File: src/rtl/sio_pkg.sv
package sio_pkg;

  typedef struct packed {
    logic [11:0] bits;
    logic [3:0]  len;
  } frame_t;

  typedef enum logic [2:0] {
    RX_IDLE, RX_START, RX_DATA, RX_PAR, RX_STOP
  } rx_state_t;

  // rate in tenths of a baud for each 4-bit selector code
  function automatic int unsigned rate_x10(input logic [3:0] code);
    case (code)
      4'd0:  return 500;
      4'd1:  return 750;
      4'd2:  return 1000;
      4'd3:  return 1345;
      4'd4:  return 1500;
      4'd5:  return 3000;
      4'd6:  return 6000;
      4'd7:  return 12000;
      4'd8:  return 18000;
      4'd9:  return 20000;
      4'd10: return 24000;
      4'd11: return 36000;
      4'd12: return 48000;
      4'd13: return 72000;
      4'd14: return 96000;
      default: return 192000;
    endcase
  endfunction

  // clock cycles per 16x tick, rounded to nearest, never below 2
  function automatic int unsigned tick_div(input longint unsigned clk_hz, input logic [3:0] code);
    longint unsigned den;
    longint unsigned q;
    den = 64'(rate_x10(code)) * 64'd16;
    q = (clk_hz * 64'd10 + den / 64'd2) / den;
    if (q < 64'd2) q = 64'd2;
    return 32'(q);
  endfunction

  // word length field: 00=5, 01=7, 10=6, 11=8
  function automatic logic [3:0] data_len(input logic [1:0] wl);
    case (wl)
      2'b00: return 4'd5;
      2'b01: return 4'd7;
      2'b10: return 4'd6;
      default: return 4'd8;
    endcase
  endfunction

  function automatic logic odd_even_bit(input logic [7:0] d, input logic even);
    return even ? (^d) : ~(^d);
  endfunction

  // line bits LSB first: start, data, optional parity, stop bits
  function automatic frame_t build_frame(input logic [7:0] d, input logic [1:0] wl,
                                         input logic par_en, input logic even,
                                         input logic two_stop);
    frame_t f;
    logic [3:0] n;
    logic [7:0] m;
    int pos;
    n = data_len(wl);
    m = d & (8'hFF >> (4'd8 - n));
    f.bits = '1;
    f.bits[0] = 1'b0;
    for (int i = 0; i < 8; i++)
      if (i < int'(n)) f.bits[i+1] = m[i];
    pos = int'(n) + 1;
    if (par_en) begin
      f.bits[pos] = odd_even_bit(m, even);
      pos++;
    end
    pos = pos + (two_stop ? 2 : 1);
    f.len = 4'(pos);
    return f;
  endfunction

endpackage

File: src/rtl/sio_tick.sv
module sio_tick #(
  parameter int unsigned CLK_HZ = 50_000_000
) (
  input  logic       clk,
  input  logic       rst_n,
  input  logic       clr,
  input  logic [3:0] code,
  output logic       tick
);
  localparam int unsigned MAX_DIV = sio_pkg::tick_div(64'(CLK_HZ), 4'd0);
  localparam int DW = $clog2(MAX_DIV + 1);

  logic [DW-1:0] lim_tab [16];
  logic [DW-1:0] cnt;
  logic [DW-1:0] lim;

  for (genvar g = 0; g < 16; g++) begin : g_tab
    assign lim_tab[g] = DW'(sio_pkg::tick_div(64'(CLK_HZ), 4'(g)) - 1);
  end

  assign lim = lim_tab[code];

  always_ff @(posedge clk or negedge rst_n) begin
    if (!rst_n) begin
      cnt  <= '0;
      tick <= 1'b0;
    end else if (clr) begin
      cnt  <= '0;
      tick <= 1'b0;
    end else if (cnt >= lim) begin
      cnt  <= '0;
      tick <= 1'b1;
    end else begin
      cnt  <= cnt + 1'b1;
      tick <= 1'b0;
    end
  end

  // the divisor is at least 2, so a tick never lasts two cycles
  a_r3_tick_pulse: assert property (@(posedge clk) disable iff (!rst_n)
    tick |=> !tick);

endmodule

File: src/rtl/sio_tx.sv
module sio_tx (
  input  logic       clk,
  input  logic       rst_n,
  input  logic       clr,
  input  logic       tick,
  input  logic       tx_en,
  input  logic [1:0] wl,
  input  logic       par_en,
  input  logic       par_even,
  input  logic       two_stop,
  input  logic       wr,
  input  logic [7:0] wdata,
  output logic       hold_empty,
  output logic       ser_out
);
  import sio_pkg::*;

  logic [7:0]  hold_q;
  logic        hold_full;
  logic        busy;
  logic [11:0] shreg;
  logic [3:0]  len_q;
  logic [3:0]  tcnt;
  logic [3:0]  bcnt;
  frame_t      next_fr;
  logic        load_go;

  assign next_fr = build_frame(hold_q, wl, par_en, par_even, two_stop);
  assign load_go = !busy && hold_full && tx_en;

  always_ff @(posedge clk or negedge rst_n) begin
    if (!rst_n) begin
      hold_q    <= '0;
      hold_full <= 1'b0;
      busy      <= 1'b0;
      shreg     <= '1;
      len_q     <= '0;
      tcnt      <= '0;
      bcnt      <= '0;
    end else if (clr) begin
      hold_full <= 1'b0;
      busy      <= 1'b0;
      shreg     <= '1;
      tcnt      <= '0;
      bcnt      <= '0;
    end else begin
      if (wr) begin
        hold_q    <= wdata;
        hold_full <= 1'b1;
      end
      if (load_go) begin
        shreg <= next_fr.bits;
        len_q <= next_fr.len;
        busy  <= 1'b1;
        tcnt  <= '0;
        bcnt  <= '0;
        if (!wr) hold_full <= 1'b0;
      end else if (busy && tick) begin
        tcnt <= tcnt + 1'b1;
        if (tcnt == 4'd15) begin
          shreg <= {1'b1, shreg[11:1]};
          bcnt  <= bcnt + 1'b1;
          if (bcnt == len_q - 4'd1) busy <= 1'b0;
        end
      end
    end
  end

  assign hold_empty = !hold_full;
  assign ser_out    = busy ? shreg[0] : 1'b1;

  // a disabled transmitter never starts a character
  a_r12_hold_when_off: assert property (@(posedge clk) disable iff (!rst_n)
    (!busy && !tx_en) |=> !busy);

  // a data write always leaves the holding register full next cycle
  a_r9_hold_fills: assert property (@(posedge clk) disable iff (!rst_n)
    (wr && !clr) |=> !hold_empty);

endmodule

File: src/rtl/sio_rx.sv
module sio_rx (
  input  logic       clk,
  input  logic       rst_n,
  input  logic       clr,
  input  logic       tick,
  input  logic       line,
  input  logic [1:0] wl,
  input  logic       par_en,
  input  logic       par_even,
  output logic       done,
  output logic [7:0] data,
  output logic       frame_err,
  output logic       par_err
);
  import sio_pkg::*;

  rx_state_t  st;
  logic       line_q;
  logic [3:0] tcnt;
  logic [3:0] bcnt;
  logic [7:0] sh;
  logic       par_q;
  logic [3:0] nb;
  logic [7:0] just;
  logic       exp_par;

  assign nb      = data_len(wl);
  assign just    = sh >> (4'd8 - nb);
  assign exp_par = odd_even_bit(just, par_even);

  always_ff @(posedge clk or negedge rst_n) begin
    if (!rst_n) begin
      st        <= RX_IDLE;
      line_q    <= 1'b1;
      tcnt      <= '0;
      bcnt      <= '0;
      sh        <= '0;
      par_q     <= 1'b0;
      done      <= 1'b0;
      data      <= '0;
      frame_err <= 1'b0;
      par_err   <= 1'b0;
    end else begin
      line_q <= line;
      done   <= 1'b0;
      if (clr) begin
        st   <= RX_IDLE;
        tcnt <= '0;
        bcnt <= '0;
      end else begin
        unique case (st)
          RX_IDLE: begin
            if (line_q && !line) begin
              st   <= RX_START;
              tcnt <= '0;
            end
          end
          RX_START: if (tick) begin
            tcnt <= tcnt + 1'b1;
            if (tcnt == 4'd7) begin
              tcnt <= '0;
              bcnt <= '0;
              st   <= line ? RX_IDLE : RX_DATA;
            end
          end
          RX_DATA: if (tick) begin
            tcnt <= tcnt + 1'b1;
            if (tcnt == 4'd15) begin
              sh   <= {line, sh[7:1]};
              bcnt <= bcnt + 1'b1;
              if (bcnt == nb - 4'd1) st <= par_en ? RX_PAR : RX_STOP;
            end
          end
          RX_PAR: if (tick) begin
            tcnt <= tcnt + 1'b1;
            if (tcnt == 4'd15) begin
              par_q <= line;
              st    <= RX_STOP;
            end
          end
          default: if (tick) begin
            tcnt <= tcnt + 1'b1;
            if (tcnt == 4'd15) begin
              done      <= 1'b1;
              data      <= just;
              frame_err <= !line;
              par_err   <= par_en && (par_q != exp_par);
              st        <= RX_IDLE;
            end
          end
        endcase
      end
    end
  end

  // completion is a single-cycle event per character
  a_r11_done_pulse: assert property (@(posedge clk) disable iff (!rst_n)
    done |=> !done);

  // the receiver only leaves idle on a high-to-low transition
  a_r13_start_edge: assert property (@(posedge clk) disable iff (!rst_n)
    (st == RX_IDLE && !clr && !(line_q && !line)) |=> st == RX_IDLE);

endmodule

File: src/rtl/sio_port.sv
module sio_port #(
  parameter int unsigned CLK_HZ = 50_000_000
) (
  input  logic       clk,
  input  logic       rst_n,
  input  logic [1:0] reg_addr,
  input  logic       reg_wr,
  input  logic       reg_rd,
  input  logic [7:0] reg_wdata,
  output logic [7:0] reg_rdata,
  input  logic       ser_in,
  output logic       ser_out,
  input  logic       cts,
  input  logic       dsr,
  input  logic       dcd_n,
  input  logic       ri,
  output logic       dtr_n,
  output logic       rts_n
);
  localparam logic [7:0] BAUD_DEF = 8'h55;
  localparam logic [7:0] CTRL_DEF = 8'h6B;

  logic [7:0] baud_q, ctrl_q, rbuf;
  logic       dav, oe, fe, pe;
  logic [1:0] sync_q;
  logic       line_s;
  logic       soft_clr, rd_data, tx_wr;
  logic       tick_rx, tick_tx;
  logic       rx_done, rx_fe, rx_pe;
  logic [7:0] rx_data;
  logic       hold_empty;

  assign soft_clr = reg_wr && (reg_addr == 2'd0);
  assign tx_wr    = reg_wr && (reg_addr == 2'd3);
  assign rd_data  = reg_rd && (reg_addr == 2'd3);
  assign line_s   = sync_q[1];

  always_ff @(posedge clk or negedge rst_n) begin
    if (!rst_n) sync_q <= 2'b11;
    else        sync_q <= {sync_q[0], ser_in};
  end

  sio_tick #(.CLK_HZ(CLK_HZ)) u_tick_rx (
    .clk(clk), .rst_n(rst_n), .clr(soft_clr), .code(baud_q[3:0]), .tick(tick_rx));

  sio_tick #(.CLK_HZ(CLK_HZ)) u_tick_tx (
    .clk(clk), .rst_n(rst_n), .clr(soft_clr), .code(baud_q[7:4]), .tick(tick_tx));

  sio_tx u_tx (
    .clk(clk), .rst_n(rst_n), .clr(soft_clr), .tick(tick_tx),
    .tx_en(ctrl_q[2]), .wl(ctrl_q[6:5]), .par_en(!ctrl_q[3]),
    .par_even(ctrl_q[7]), .two_stop(ctrl_q[4]),
    .wr(tx_wr), .wdata(reg_wdata), .hold_empty(hold_empty), .ser_out(ser_out));

  sio_rx u_rx (
    .clk(clk), .rst_n(rst_n), .clr(soft_clr), .tick(tick_rx), .line(line_s),
    .wl(ctrl_q[6:5]), .par_en(!ctrl_q[3]), .par_even(ctrl_q[7]),
    .done(rx_done), .data(rx_data), .frame_err(rx_fe), .par_err(rx_pe));

  always_ff @(posedge clk or negedge rst_n) begin
    if (!rst_n) begin
      baud_q <= BAUD_DEF;
      ctrl_q <= CTRL_DEF;
      rbuf   <= '0;
      dav    <= 1'b0;
      oe     <= 1'b0;
      fe     <= 1'b0;
      pe     <= 1'b0;
    end else if (soft_clr) begin
      baud_q <= BAUD_DEF;
      ctrl_q <= CTRL_DEF;
      dav    <= 1'b0;
      oe     <= 1'b0;
      fe     <= 1'b0;
      pe     <= 1'b0;
    end else begin
      if (reg_wr && reg_addr == 2'd1) baud_q <= reg_wdata;
      if (reg_wr && reg_addr == 2'd2) ctrl_q <= reg_wdata;
      if (rd_data) begin
        dav <= 1'b0;
        oe  <= 1'b0;
      end
      if (rx_done) begin
        rbuf <= rx_data;
        fe   <= rx_fe;
        pe   <= rx_pe;
        dav  <= 1'b1;
        if (dav && !rd_data) oe <= 1'b1;
      end
    end
  end

  always_comb begin
    unique case (reg_addr)
      2'd0: reg_rdata = {cts, dsr, dcd_n, ri, 2'b00, line_s, 1'b0};
      2'd1: reg_rdata = 8'h00;
      2'd2: reg_rdata = {dav, hold_empty, oe, fe, pe, 3'b000};
      default: reg_rdata = rbuf;
    endcase
  end

  assign dtr_n = ctrl_q[1];
  assign rts_n = ctrl_q[0];

  // a write to offset 0 leaves flags clear, outputs inactive, line idle
  a_r1_soft_reset: assert property (@(posedge clk) disable iff (!rst_n)
    soft_clr |=> (!dav && !oe && !fe && !pe && dtr_n && rts_n && ser_out));

  // a character arriving on unread data raises overrun
  a_r10_overrun: assert property (@(posedge clk) disable iff (!rst_n)
    (rx_done && dav && !rd_data && !soft_clr) |=> oe);

  // reading data drops data-available unless a new one lands
  a_r10_read_clears: assert property (@(posedge clk) disable iff (!rst_n)
    (rd_data && !rx_done) |=> !dav);

endmodule

File: config.mk
export PLATFORM = sky130hd
export DESIGN_NAME = sio_port
export DESIGN_NICKNAME = d
export VERILOG_FILES = /design/src/rtl/sio_pkg.sv /design/src/rtl/sio_tick.sv /design/src/rtl/sio_tx.sv /design/src/rtl/sio_rx.sv /design/src/rtl/sio_port.sv
export SDC_FILE = /design/constraint.sdc
export NUM_CORES = 1
export LEC_CHECK = 0
export BUFFER_PORTS_ARGS = -buffer_cell sky130_fd_sc_hd__buf_2
export CAP_MARGIN = 20
export CORE_UTILIZATION = 48
export CTS_BUF_LIST = sky130_fd_sc_hd__clkbuf_8
export CTS_CLUSTER_DIAMETER = 200
export DETAILED_ROUTE_END_ITERATION = 12
export HOLD_SLACK_MARGIN = 0.06
export PLACE_DENSITY_LB_ADDON = 0.1
export SYNTH_ARGS = -nofsm -noshare
export SYNTH_HDL_FRONTEND = slang
export SYNTH_SLANG_ARGS = --single-unit
export TNS_END_PERCENT = 50
File: constraint.sdc
create_clock -name clk -period 6.9 [get_ports clk]
set_input_delay 0.69 -clock clk [delete_from_list [all_inputs] [get_ports clk]]
set_output_delay 0.69 -clock clk [all_outputs]
set_load 0.01 [all_outputs]
== Word level (Yosys, flattened, before mapping) ==
Memory sizes are Yosys's and may differ from the RTL's.
Cells that the tools add are included.
Cells by class
  reductions and logical operators: 44
  add/subtract/negate cells: 12
  $lt $le $gt $ge: 14
  shift operators: 2
  bitwise logic cells: 7
  mux-type cells: 96
  equal/unequal tests: 22
Operators by type and width (number)
  16-bit two-way mux: 8
  4-bit two-way mux: 18
  12-bit two-way mux: 5
  1-bit two-way mux: 40
  3-bit two-way mux: 12
  16-bit by 1-bit adder with 16-bit output (second input constant): 2
  16-bit >= comparator: 2
  8-bit two-way mux: 4
  8-bit one-hot mux with 3 select lines: 1
  4-bit by 1-bit adder with 4-bit output (second input constant): 5
  3-bit nonzero test: 6
  3-bit by 4-bit < comparator with 1-bit output (first input constant): 4
  4-bit one-hot mux with 2 select lines: 2
  8-bit XOR reduction: 2
  3-bit by 2-bit inequality test with 1-bit output (second input constant): 5
  12-bit bitwise mux: 1
  1-bit logical AND: 12
  3-bit one-hot mux with 4 select lines: 1
  4-bit one-hot mux with 3 select lines: 1
  4-bit AND reduction: 3
  5-bit >= comparator (second input constant): 2
  4-bit NOT with 5-bit output: 2
  10-bit AND reduction: 1
  3-bit inequality test (second input constant): 3
  31 further kinds: 55
Word-level totals
  input bits: 19
  output and inout bits: 11
  flip-flop bits (word level): 130
  bits in read-only memories: 512
  memories: 2
  word-level logic and storage cells: 228
Memories
  (name not given): depth 16, bits a word 16, rd ports 1, clocked after Yosys merged registers in 0, wr ports 0, line sio_tick.sv:21  | assign lim = lim_tab[code];
  (name not given): depth 16, bits a word 16, rd ports 1, clocked after Yosys merged registers in 0, wr ports 0, line sio_tick.sv:21

== Depth between registers and ports, before layout ==
Gate-level depths: netlist of the first run.
  word-level depth: 12
  gate-level depth with buffers: 14
  mapped depth without buffers: 12

== By module ==
From an unflattened synthesis of the first run, not the netlist that was laid out.
Second synthesis, totals
  cell total of the unflattened synthesis: 896
  area, all modules: 8787.2 um^2
Modules (own cells, without submodules)
  sio_tx: area each 2068.2 um^2, instances 1, cells each 197, sequential area each 865.8 um^2
  sio_rx: area each 1899.3 um^2, instances 1, cells each 181, sequential area each 802.0 um^2
  sio_tick at u_tick_rx: area each 1612.8 um^2, instances 1, cells each 187, sequential area each 425.4 um^2
  sio_port: area each 1605.3 um^2, instances 1, cells each 143, sequential area each 764.5 um^2
  sio_tick at u_tick_tx: area each 1601.5 um^2, instances 1, cells each 188, sequential area each 425.4 um^2

== Worst setup path before layout of the first run ==
No wires, ideal clock.
  path kind: register -> register
  start: reg baud_q[1]
  end: reg u_tick_rx.cnt[10]
  arrival time: 2.927 ns
  period minus slack after synthesis: 3.013 ns
  setup slack: 3.887 ns
  library setup time: 0.086 ns
  required time: 6.814 ns
  cell stages (with the launch flop): 14
  buffers on the path: 2
  path through: dfrtp_1 -> clkbuf_1 -> inv_1 -> ha_1 -> or2_2 -> a21oi_1 -> a31oi_1 -> ha_1 -> a21o_1 -> a21o_1 -> a211oi_1 -> o221ai_1 -> clkbuf_1 -> nor3_1
Between the ends
  longest elaborated chain between the ends: 7
Ends and longest elaborated chain
  from (decl): line sio_port.sv:23  | logic [7:0] baud_q, ctrl_q, rbuf;
  from (signal assigned): line sio_port.sv:77  | if (reg_wr && reg_addr == 2'd1) baud_q <= reg_wdata;
  4-bit NOT with 5-bit output (not written as such): line sio_tick.sv:21
  memory read 16 x 16 bit
  16-bit two-way mux (not written as such) (2 in series): line sio_tick.sv:21
  16-bit >= comparator: line sio_tick.sv:30  | end else if (cnt >= lim) begin
  16-bit two-way mux: line sio_tick.sv:30
  16-bit two-way mux: line sio_tick.sv:27  | end else if (clr) begin
  to (signal assigned): line sio_tick.sv:34  | cnt <= cnt + 1'b1;
  to (decl): line sio_tick.sv:14  | logic [DW-1:0] cnt;
No other way between the ends. The select of a mux whose other input is x is not followed.
A chain may end at the register's enable or synchronous reset.

== Final worst setup path of the first run ==
  start: reg baud_q[4]
  end: reg u_tick_tx.cnt[14]
Between the ends
  longest elaborated chain between the ends: 7
Ends and longest elaborated chain (line)
  4-bit NOT with 5-bit output (not written as such): sio_tick.sv:21
  memory read 16 x 16 bit
  16-bit two-way mux (not written as such) (2 in series): sio_tick.sv:21
  16-bit >= comparator: sio_tick.sv:30
  16-bit two-way mux: sio_tick.sv:30
  16-bit two-way mux: sio_tick.sv:27
  to (signal assigned): sio_tick.sv:34
  to (decl): sio_tick.sv:14
No other way between the ends. The select of a mux whose other input is x is not followed.

==> results of run 1 <==
==> power by group through the flow <==
stage | Combinational (W) | Clock [W] | Sequential (W)
3_5_place_dp | 0.000597 | 0 | 0.00101
4_1_cts | 0.000601 | 0.000798 | 0.00100
5_1_grt | 0.000675 | 0.000832 | 0.00102
2_1_floorplan | 0.000499 | 0 | 0.000948
6_report | 0.000596 | 0.000782 | 0.00100
3_3_place_gp | 0.000571 | 0 | 0.00101
==> placed cells by master, fill, tap and decap left out, types with 8 or more instances in the layout <==
master	count
a21oi_1	43
mux2i_1	19
o31ai_1	9
xor2_1	27
dfrtp_1	106
a31oi_1	12
o21ai_0	54
inv_1	24
nor2b_1	9
nor2_1	48
mux2_2	37
nor4_1	17
nor3b_1	8
clkbuf_8	18
dfstp_2	24
xnor2_1	33
nand4_1	15
nand3_1	26
nor3_1	25
ha_1	65
a21o_1	13
buf_2	28
nand2_1	103
nand2b_1	10
==> cells by family after synthesis <==
group	after synthesis	share of synthesized area (%)
AO/OA/AOI/OAI	170	13.0
XOR/XNOR	62	7.04
adder cells (fa/ha/maj)	66	10.4
buffers and inverters	68	3.33
flip-flops	130	40.9
multiplexers	57	7.83
AND/OR/NAND/NOR	290	17.6
==> state kept, by name, summed over array words and instances, names as in the netlist, 2 cells and up <==
name,cells
u_tx.tcnt,4
rbuf,8
u_tick_tx.cnt,16
u_tx.shreg,12
u_tick_rx.cnt,16
sync_q,2
u_rx.tcnt,4
u_rx.sh,8
u_rx.bcnt,4
u_rx.st,3
ctrl_q,8
u_tx.hold_q,8
u_tx.bcnt,4
u_rx.data,8
u_tx.len_q,4
baud_q,8
==> area by class of cell <==
type / count / area (um^2) / share of cell area, %
inverters: 24 / 90.1 / 1.02
repair buffers: 33 / 178 / 2.02
well taps: 216 / 270 / 3.07
flip-flops and latches: 130 / 3280 / 37.3
clock inverters: 14 / 235 / 2.68
clock buffers: 18 / 248 / 2.82
multi-input cells: 645 / 4490 / 51.0
==> layer usage <==
metal	track usage, %	wire length (um)
met1	32.1	9050
met2	34.2	8140
met3	4.28	750
met4	5.81	241
met5	0	0
==> worst max-delay path, cell delays in order (launching register included) <==
cell	delay, ps
dfstp_2	650
inv_1	170
ha_1	380
nand2_1	100
a31o_2	270
ha_1	260
nand4_1	100
nor2_1	70
a21oi_1	150
nand3_1	500
nor4_1	450
==> stage by stage <==
stage | power [W] | hold WS (ps) | std cells
finish | 0.00238 | 333 | 1080
global route | 0.00253 | 313 | 1080
CTS | 0.00240 | 318 | 1080
detailed placement | 0.00161 | 350 | 1048
global placement | 0.00158 | 350 | 1048
floorplan | 0.00145 | 345 | 843
==> path summary, 6_finish.rpt <==
check	slack, ps	to	cells after the start	startpoint
setup reg to reg	3700	u_tick_tx.cnt[14]$_DFF_PN0_	10	baud_q[4]$_DFFE_PN1P_
hold reg to reg	360	sync_q[1]$_DFF_PN1_	0	sync_q[0]$_DFF_PN1_
hold / removal	330	u_rx.tcnt[2]$_DFFE_PN0P_	1	rst_n
min in group clk	350	sync_q[0]$_DFF_PN1_	1	ser_in
max in group asynchronous	5160	u_tx.hold_q[2]$_DFFE_PN0P_	2	rst_n
setup / recovery	3700	u_tick_tx.cnt[14]$_DFF_PN0_	10	baud_q[4]$_DFFE_PN1P_
==> results.md, run 1 <==
- Worst path required time: a little over 7000 ps
- Setup TNS: 0 ps
- Top cell types by occurrence after synthesis: dfrtp_1, nand2_1, ha_1
- Vias in the first global route: 5994
- Net Count, Synth: 928
- Synth Area per Inst: 9.53 um^2
- Detailed Route WL: 18200 um
- CTS Buf Count: 17
- Pre-CTS WS: 3700 ps
- Cell Area, Placed: just over 8000 um^2
- Setup CP Type: reg2reg
- Top Ports: 30
- Yosys warns: 0
- Hold Fails Final Rpt: 0
- Min-Delay Path Class: in2async
- Final setup viols: 0
- CTS max path bufs: 2
- Row count: 46
- Layout cell share with drive strength beyond 1: between 10% and 20%
- Worst Max-Slew Pin Slew: 1000 ps
- DR WL/cell: 16.8 um
- PwrDens: 271 nW/um^2
- Flop pwr share: between 40% and 50%
- Leading area contributor after synthesis: dfrtp_1
- Final instance area: 8790 um^2
- Ys flop type: dfrtp_1
- Post-synth ARST share: 100%
- P_leak: 4.06 nW
- # diodes: 0
- Unrepaired setup endpoints after global routing: false
- Post-synth top area share: between 30% and 40%
- Clock sink count: 130
- Most common cell in the netlist: dfrtp_1
- Grt total ovfl: 0
- Largest net degree at the start of global routing: 72
- Unique masters post-synth: 58
- Drt via density: 5.75
- Highest clock rate: 0.312 GHz
- Critical path peak fanout: 17
- Slew Limit Fails: 0
- Worst-Skew Late Latency: 440 ps
- Routability Congestion: around 0.84
- Cell count after synthesis: 843
- CTS Root Cell: clkbuf_8
- Max-Cap Viols: 0
- Global-route wire length before repair: 30700 um
- Die Area: 17300 um^2
- Final HPWL from detailed placement: 13100 um
- Initial Util: 49.8%
- Final setup margin: ~3700 ps
- Fin crit share: between 40% and 50%
- Cts repair resizes: 0
- Fillers: 1478
- Vias: 6212
- Post-route clock skew: between 8 and 9 ps
- CORE AREA: 16100 um^2
- Combinational Power Share: about a quarter
- Residual DRC: 0
- Die height: ~130 um
- Syn Std Cell Area: 8030 um^2
- # Post-CTS Setup Buffers: 0
- Sequential area share after synthesis: 40.9%
- Final ANT Viol Nets: 0
- Switching portion of total power: between 30% and 40%
- Port-buffer cells: 29
- CTS HTree Levels: 4
- Yosys reg bits: 130
- Outcome: finished clean
- Min Tclk post-route: ~3200 ps
- Hold buffer count at CTS: 0
- Clock slew at reported path FFs: approximately 80 ps
- P&R area growth vs syn: 9.44%
- Worst VDD drop: 146 uV
- CTS tree: built
- Nets: 936
- Internal power: 0.00163 W
- Top cells by area, synth: dfrtp_1, ha_1, dfstp_2
- Drt pass-1 iters: 5
- Clock power frac: 32.8%
- Max-slew headroom: 32.9%
- Antenna violations before repair: 0
- Crit end category: flop
- DRT iter0 DRCs: 382
- Number of synthesized flops with an enable pin: 0
- Die Wd: 131 um
- Crit path launch type: flop
- Arrival time at the worst endpoint: roughly 3500 ps
- Fin util: a little over half
- Psw: approximately 0.00075 W
- Total GRT Usage: 22.2%
Note: power is estimated with default switching activity, not from simulation.
==> run 2: changes to the inputs <==
--- a/config.mk
+++ b/config.mk
@@ -5,6 +5,7 @@
 export SDC_FILE = /design/constraint.sdc
 export NUM_CORES = 1
 export LEC_CHECK = 0
+export ABC_AREA = 1
 export BUFFER_PORTS_ARGS = -buffer_cell sky130_fd_sc_hd__buf_2
 export CAP_MARGIN = 20
 export CORE_UTILIZATION = 48
==> constraint.sdc (replaced) <==
create_clock -name clk -period 2.6 [get_ports clk]
set_input_delay 0.26 -clock clk [delete_from_list [all_inputs] [get_ports clk]]
set_output_delay 0.26 -clock clk [all_outputs]
set_load 0.01 [all_outputs]
==> run 2 against run 1 <==
  * Highest routed layer unchanged
  * Critical endpoint is now u_tick_rx.cnt[9]$_DFF_PN0_
  * Area after synthesis increased by 2.1%
  * Count of clock-buffer cells in the layout grew 1
  * Combinational power rose to 3.5 times the previous value
  * Sequential share of layout area is 3.1 points lower
  * First-iteration DRC count grew 0.52%
  * Wire length is 8.2% higher
  * Global-route usage rose by 1.4 points
  * Die area up 2.1%
==> results.md, run 2 <==
- Worst Hold Launch: reg_wdata[1]
- Min Tclk post-route: between 2000 and 3000 ps
- Worst VDD drop: about 380 uV
- Critical Path, Cell by Cell: clkinvlp_4 > nor2_1 > a21oi_1 > o21ai_0 > inv_1 > ha_1 > nand4_1 > inv_1 > nand2_1 > o211ai_1 > nand2_1 > nand3_2 > buf_6 > a211oi_1
- CTS HTree Levels: 4
- Number of synthesized flops with an enable pin: 0
- Grt total ovfl: 0
- DR WL/cell: 14.4 um
- Min-Delay Path Class: in2reg
- CTS Buf Count: 17
- Top delay family on crit path: simple AND/OR/NAND/NOR gates
- Total GRT Usage: 23.7%
- Layout cell share with drive strength beyond 1: 17.9%
- Slowest cell on crit path: dfstp_2
- Highest clock rate: 0.386 GHz
- Final ANT Viol Nets: 0
- Largest net degree at the start of global routing: between 50 and 60
- Die height: 133 um
- Top Registers: u_tick_rx.cnt (16), u_tick_tx.cnt (16), u_tx.shreg (12)
- PwrDens: just under 700 nW/um^2
- CORE AREA: between 15000 and 20000 um^2
- Most frequent cells in the layout: nand2_1, inv_1, dfrtp_1
- Die Area: 17600 um^2
- Crit path launch type: flop
- CTS max path bufs: 2
- Fin Hold WS: 106 ps
- Syn Std Cell Area: slightly above 8000 um^2
- Ys flop type: dfrtp_1
- Crit path largest cell delay: roughly 560 ps
- Port-buffer cells: 29
- Final setup margin: 12.5 ps
- Crit end category: flop
- Clock slew at reported path FFs: 80 ps
- Setup CP Type: reg2reg
- Clock sink count: 130
- Drt pass-1 iters: 6
- WP buf/inv: 4
- Unrepaired setup endpoints after global routing: true
- Worst Max-Slew Pin Slew: 615 ps
- Pre-CTS WS: -38.7 ps
- DRT iter0 DRCs: 384
- Global-route wire length before repair: 33000 um
- Final HPWL from detailed placement: 14600 um
- Post-route clock skew: 10.5 ps
- Max-slew headroom: 58.9%
- Detailed Route WL: about 20000 um
- Critical path peak fanout: 8
- P_leak: 4.59 nW
- Synth Area per Inst: 7.75 um^2
- Most common cell after layout, fill and taps aside: nand2_1
- Arrival time at the worst endpoint: around 3000 ps
- Yosys reg bits: 130
- Antenna violations before repair: 0
- Yosys warns: 0
- Vias: 7116
- P&R area growth vs syn: 16.8%
- Net Count, Synth: 1144
- Slew Limit Fails: 0
- Fin crit share: 99.5%
- CTS tree: built
- Worst reg2reg startpoint: baud_q[0]$_DFFE_PN1P_
- Crit. Startpoint: baud_q[0]$_DFFE_PN1P_
- Top Ports: 30
- # diodes: 0
- Top cell types by occurrence after synthesis: nand2_1, inv_1, dfrtp_1
- Cell count after synthesis: 1059
- Die Wd: 133 um
- Nets: ~1200
- Post-synth top area share: 32.3%
- Vias in the first global route: 6704
- Final setup viols: 0
- Worst path required time: 2960 ps
- Row count: 47
- Most common cell in the netlist: nand2_1
- Max-Cap Viols: 0
- Outcome: finished clean
- Initial Util: 49.3%
- Sequential area share after synthesis: about two fifths
- Drt via density: 5.21
- CTS Root Cell: clkbuf_8
- Leading area contributor after synthesis: dfrtp_1
- Residual DRC: 0
- Top cells by area, synth: dfrtp_1, nand2_1, ha_1
- Routability Congestion: 0.875
- Unique masters post-synth: 46
- Hold Fails Final Rpt: 0
- Worst-Skew Late Latency: 450 ps
- Post-synth ARST share: 100%
run 2: changes by cell type after synthesis, moves of 24 or more:
cell and change:
nand2_1 +146, inv_1 +99, nor2_1 +43, mux2_2 -30, nand3_1 +25, a21oi_1 +24
run 2: cell type report:
type	instances	area (um^2)
fillers	1548	7050
multi-input cells	778	4580
flip-flops and latches	130	3280
repair buffers	77	554
inverters	128	494
well taps	220	275
clock buffers	19	262
clock inverters	13	135
run 2: metal layers:
metal  vias to the layer above  part of all wire (%)  GRT usage, %
li1                       3648                     -             -
met1                      3339                    49          32.4
met2                       102                    46          37.8
met3                        27                   2.8          4.37
met4                         0                   1.7          7.66
met5                         -                     0             0
run 2: tightest hold or removal path, cell delays in order:
cell	delay, ps
buf_2	90
inv_1	100
a21oi_1	90
run 2: stage by stage:
stage / util, % / power (W) / cell area, um^2 / TNS, ps / cells
after global placement: 53.1 / 0.00458 / 8840 / 0 / 1325
final: 57.6 / 0.00646 / 9590 / 0 / 1365
after detailed placement: 53.1 / 0.00461 / 8840 / -94.4 / 1325
after global routing: 57.6 / 0.00694 / 9590 / -5240 / 1365
after floorplan: - / 0.00404 / 8210 / 0 / 1059
after CTS: 55.9 / 0.00642 / 9310 / 0 / 1360
run 2: kinds of logic (layout without fill, tap and decap cells):
group                    count (synthesis)  in the layout  synth area share, %
AND/OR/NAND/NOR                        466            466                 24.3
AO/OA/AOI/OAI                          205            205                 13.9
buffers and inverters                  151            237                 7.09
flip-flops                             130            130                 40.0
adder cells (fa/ha/maj)                 66             66                 10.2
XOR/XNOR                                34             34                 3.63
multiplexers                             7              7                0.961
run 2: path summary, 6_finish.rpt:
check,to,slack [ps],depth (start not counted)
max,u_tick_rx.cnt[9]$_DFF_PN0_,10,14
min,ctrl_q[1]$_DFFE_PN1P_,110,3
max reg2reg,u_tick_rx.cnt[9]$_DFF_PN0_,10,14
min reg2reg,sync_q[1]$_DFF_PN1_,370,0
max in group asynchronous,ctrl_q[3]$_DFFE_PN1P_,1560,3
min in group asynchronous,u_tx.busy$_DFFE_PN0P_,320,2
run 2: timing repair:
item,CTS,global route
hold buffers,3,0
gates cloned,0,0
setup endpoints to repair,10,35
buffers inserted,0,5
resized for setup,6,65
hold endpoints to repair,36,0
pin swaps,3,15
run 2: report_power, final:
part           switching (W)  internal, W  total [W]
Clock               0.000861     0.000898    0.00176
Combinational        0.00128     0.000819    0.00210
Sequential          0.000239      0.00236    0.00260
==> run 3: changes to the inputs <==
--- a/config.mk
+++ b/config.mk
@@ -14,6 +14,7 @@
 export DETAILED_ROUTE_END_ITERATION = 12
 export HOLD_SLACK_MARGIN = 0.06
 export PLACE_DENSITY_LB_ADDON = 0.1
+export RECOVER_POWER = 100
 export SYNTH_ARGS = -nofsm -noshare
 export SYNTH_HDL_FRONTEND = slang
 export SYNTH_SLANG_ARGS = --single-unit
==> run 3 against run 2 <==
  * Non-clock buffer count unchanged
  * Sequential share of layout area about the same
  * Clock skew is 1.9 ps higher
  * Via count fell by 0.28%
  * Utilization hardly changed
  * Highest routed layer unchanged
==> results.md, run 3 (synthesis gave the netlist of run 2 again) <==
- Top Registers: u_tick_rx.cnt (16), u_tick_tx.cnt (16), u_tx.shreg (12)
- Vias in the first global route: 6704
- Most frequent cells in the layout: nand2_1, inv_1, dfrtp_1
- Clock sink count: 130
- Drt via density: between 5 and 6
- Worst VDD drop: 379 uV
- CTS Buf Count: 17
- Fillers: 1551
- Grt total ovfl: 0
- Clock power frac: between 20 and 30%
- Max-slew headroom: a little under an eighth
- Row count: 47
- Final setup margin: 5.19 ps
- Final setup viols: 0
- Worst-Skew Late Latency: ~450 ps
- Initial Util: 49.3%
- Die Wd: 133 um
- DRT iter0 DRCs: 369
- P&R area growth vs syn: 16.8%
- Routability Congestion: between 0.8 and 0.9
- Vias: 7096
- CTS HTree Levels: 4
- Cell Area, Placed: 8840 um^2
- Die Area: 17600 um^2
- Min-Delay Path Class: in2reg
- Multi-input logic area: between 4000 and 5000 um^2
- Setup CP Type: reg2reg
- DR WL/cell: ~14 um
- Die height: 133 um
- Highest clock rate: ~0.39 GHz
- Switching portion of total power: a little under two fifths
- CTS tree: built
- Psw: 0.00238 W
- Dpl cells: 1325
- Worst path required time: about 3000 ps
- Antenna violations before repair: 0
- Fin crit share: 99.8%
- CTS Root Cell: clkbuf_8
- CTS max path bufs: 2
- Critical path peak fanout: 8
- Outcome: finished clean
- Layout cell share with drive strength beyond 1: 17.7%
- Nets: roughly 1200
- Worst Max-Slew Pin Slew: ~1300 ps
- Internal power: 0.00408 W
- P_leak: roughly 4.6 nW
- Pwr Total: approximately 0.0065 W
- Top Ports: 30
- Crit end category: flop
- Total GRT Usage: a little under a quarter
- Final HPWL from detailed placement: about 15000 um
- Pre-CTS WS: -38.7 ps
- Unrepaired setup endpoints after global routing: true
- PwrDens: 674 nW/um^2
- Most common cell after layout, fill and taps aside: nand2_1
- Setup TNS: 0 ps
- Arrival time at the worst endpoint: 2950 ps
- Residual DRC: 0
- Post-route clock skew: roughly 12 ps
- Port-buffer cells: 29
- FF+latch area: roughly 3300 um^2
- Layout Cells excl Fill: 1365
- Final ANT Viol Nets: 0
- Combinational Power Share: 32.5%
- # diodes: 0
- Min Tclk post-route: 2590 ps
- Drt pass-1 iters: 5
- Detailed Route WL: 19700 um
- Slew Limit Fails: 0
- Largest net degree at the start of global routing: 53
- Hold Fails Final Rpt: 0
- Global-route wire length before repair: 33000 um
- Internal reg-to-reg setup slack: 5 ps
- Clock slew at reported path FFs: about 80 ps
- Final instance area: 9580 um^2
- CORE AREA: 16600 um^2
- Crit path launch type: flop
- Flop pwr share: 40.2%
- Max-Cap Viols: 0
[run 3: changes by cell type in the layout (fill, tap and decap cells not counted)]
cell	delta
buf_2	-1
buf_6	-1
clkbuf_1	+1
clkbuf_2	+1
dfstp_1	+1
dfstp_2	-1
[run 3: path summary, 6_finish.rpt]
kind                                  startpoint                    endpoint  cells past startpoint
min                                 reg_wdata[1]       ctrl_q[1]$_DFFE_PN1P_                      3
max in group asynchronous                  rst_n       ctrl_q[3]$_DFFE_PN1P_                      3
max                        baud_q[0]$_DFFE_PN1P_  u_tick_rx.cnt[9]$_DFF_PN0_                     14
min reg2reg                  sync_q[0]$_DFF_PN1_         sync_q[1]$_DFF_PN1_                      0
min in group asynchronous                  rst_n       u_tx.busy$_DFFE_PN0P_                      2
max reg2reg                baud_q[0]$_DFFE_PN1P_  u_tick_rx.cnt[9]$_DFF_PN0_                     14
[run 3: final cells by class]
type                            count  share of cell area, %
Multi-Input combinational cell    778                   47.9
Timing Repair Buffer               77                   5.71
Inverter                          128                   5.16
Clock inverter                     13                   1.41
Clock buffer                       19                   2.73
Sequential cell                   130                   34.3
Tap cell                          220                   2.87
[run 3: through the flow]
stage / hold slack, ps / utilization [%]
after floorplan: -35.6 / -
after global placement: 249 / 53.1
after detailed placement: 251 / 53.1
after CTS: 77.5 / 55.9
after global routing: 87.5 / 57.6
final: 108 / 57.6
[run 3: layer usage]
| layer | vias to the layer above | track usage (%) | part of all wire, % |
|---|---|---|---|
| met4 | 0 | 7.66 | 1.8 |
| li1 | 3643 | - | - |
| met2 | 111 | 37.8 | 46 |
| met5 | - | 0 | 0 |
| met3 | 29 | 4.37 | 3.4 |
| met1 | 3313 | 32.4 | 49 |
[run 3: power groups by stage]
stage	Sequential (W)	Clock, W	Combinational, W
after detailed placement	0.00263	0	0.00198
final	0.00260	0.00176	0.00210
after global routing	0.00264	0.00189	0.00241
after global placement	0.00263	0	0.00195
after floorplan	0.00257	0	0.00147
after CTS	0.00260	0.00181	0.00201
[run 3: worst max-delay path, cell delays in order (launching register included)]
cell and delay (ps):
dfstp_2 560, clkinvlp_4 210, nor2_1 240, a21oi_1 70, o21ai_0 200, inv_1 80
ha_1 330, nand4_1 130, inv_1 40, nand2_1 50, o211ai_1 80, nand2_1 80
nand3_2 100, buf_6 170, a211oi_1 160
[run 3: repair_timing]
item	in CTS	in global routing
hold buffers	3	0
pin swaps	3	15
hold endpoints to repair	36	0
resized for setup	6	65
buffers inserted	0	5
setup endpoints to repair	10	35
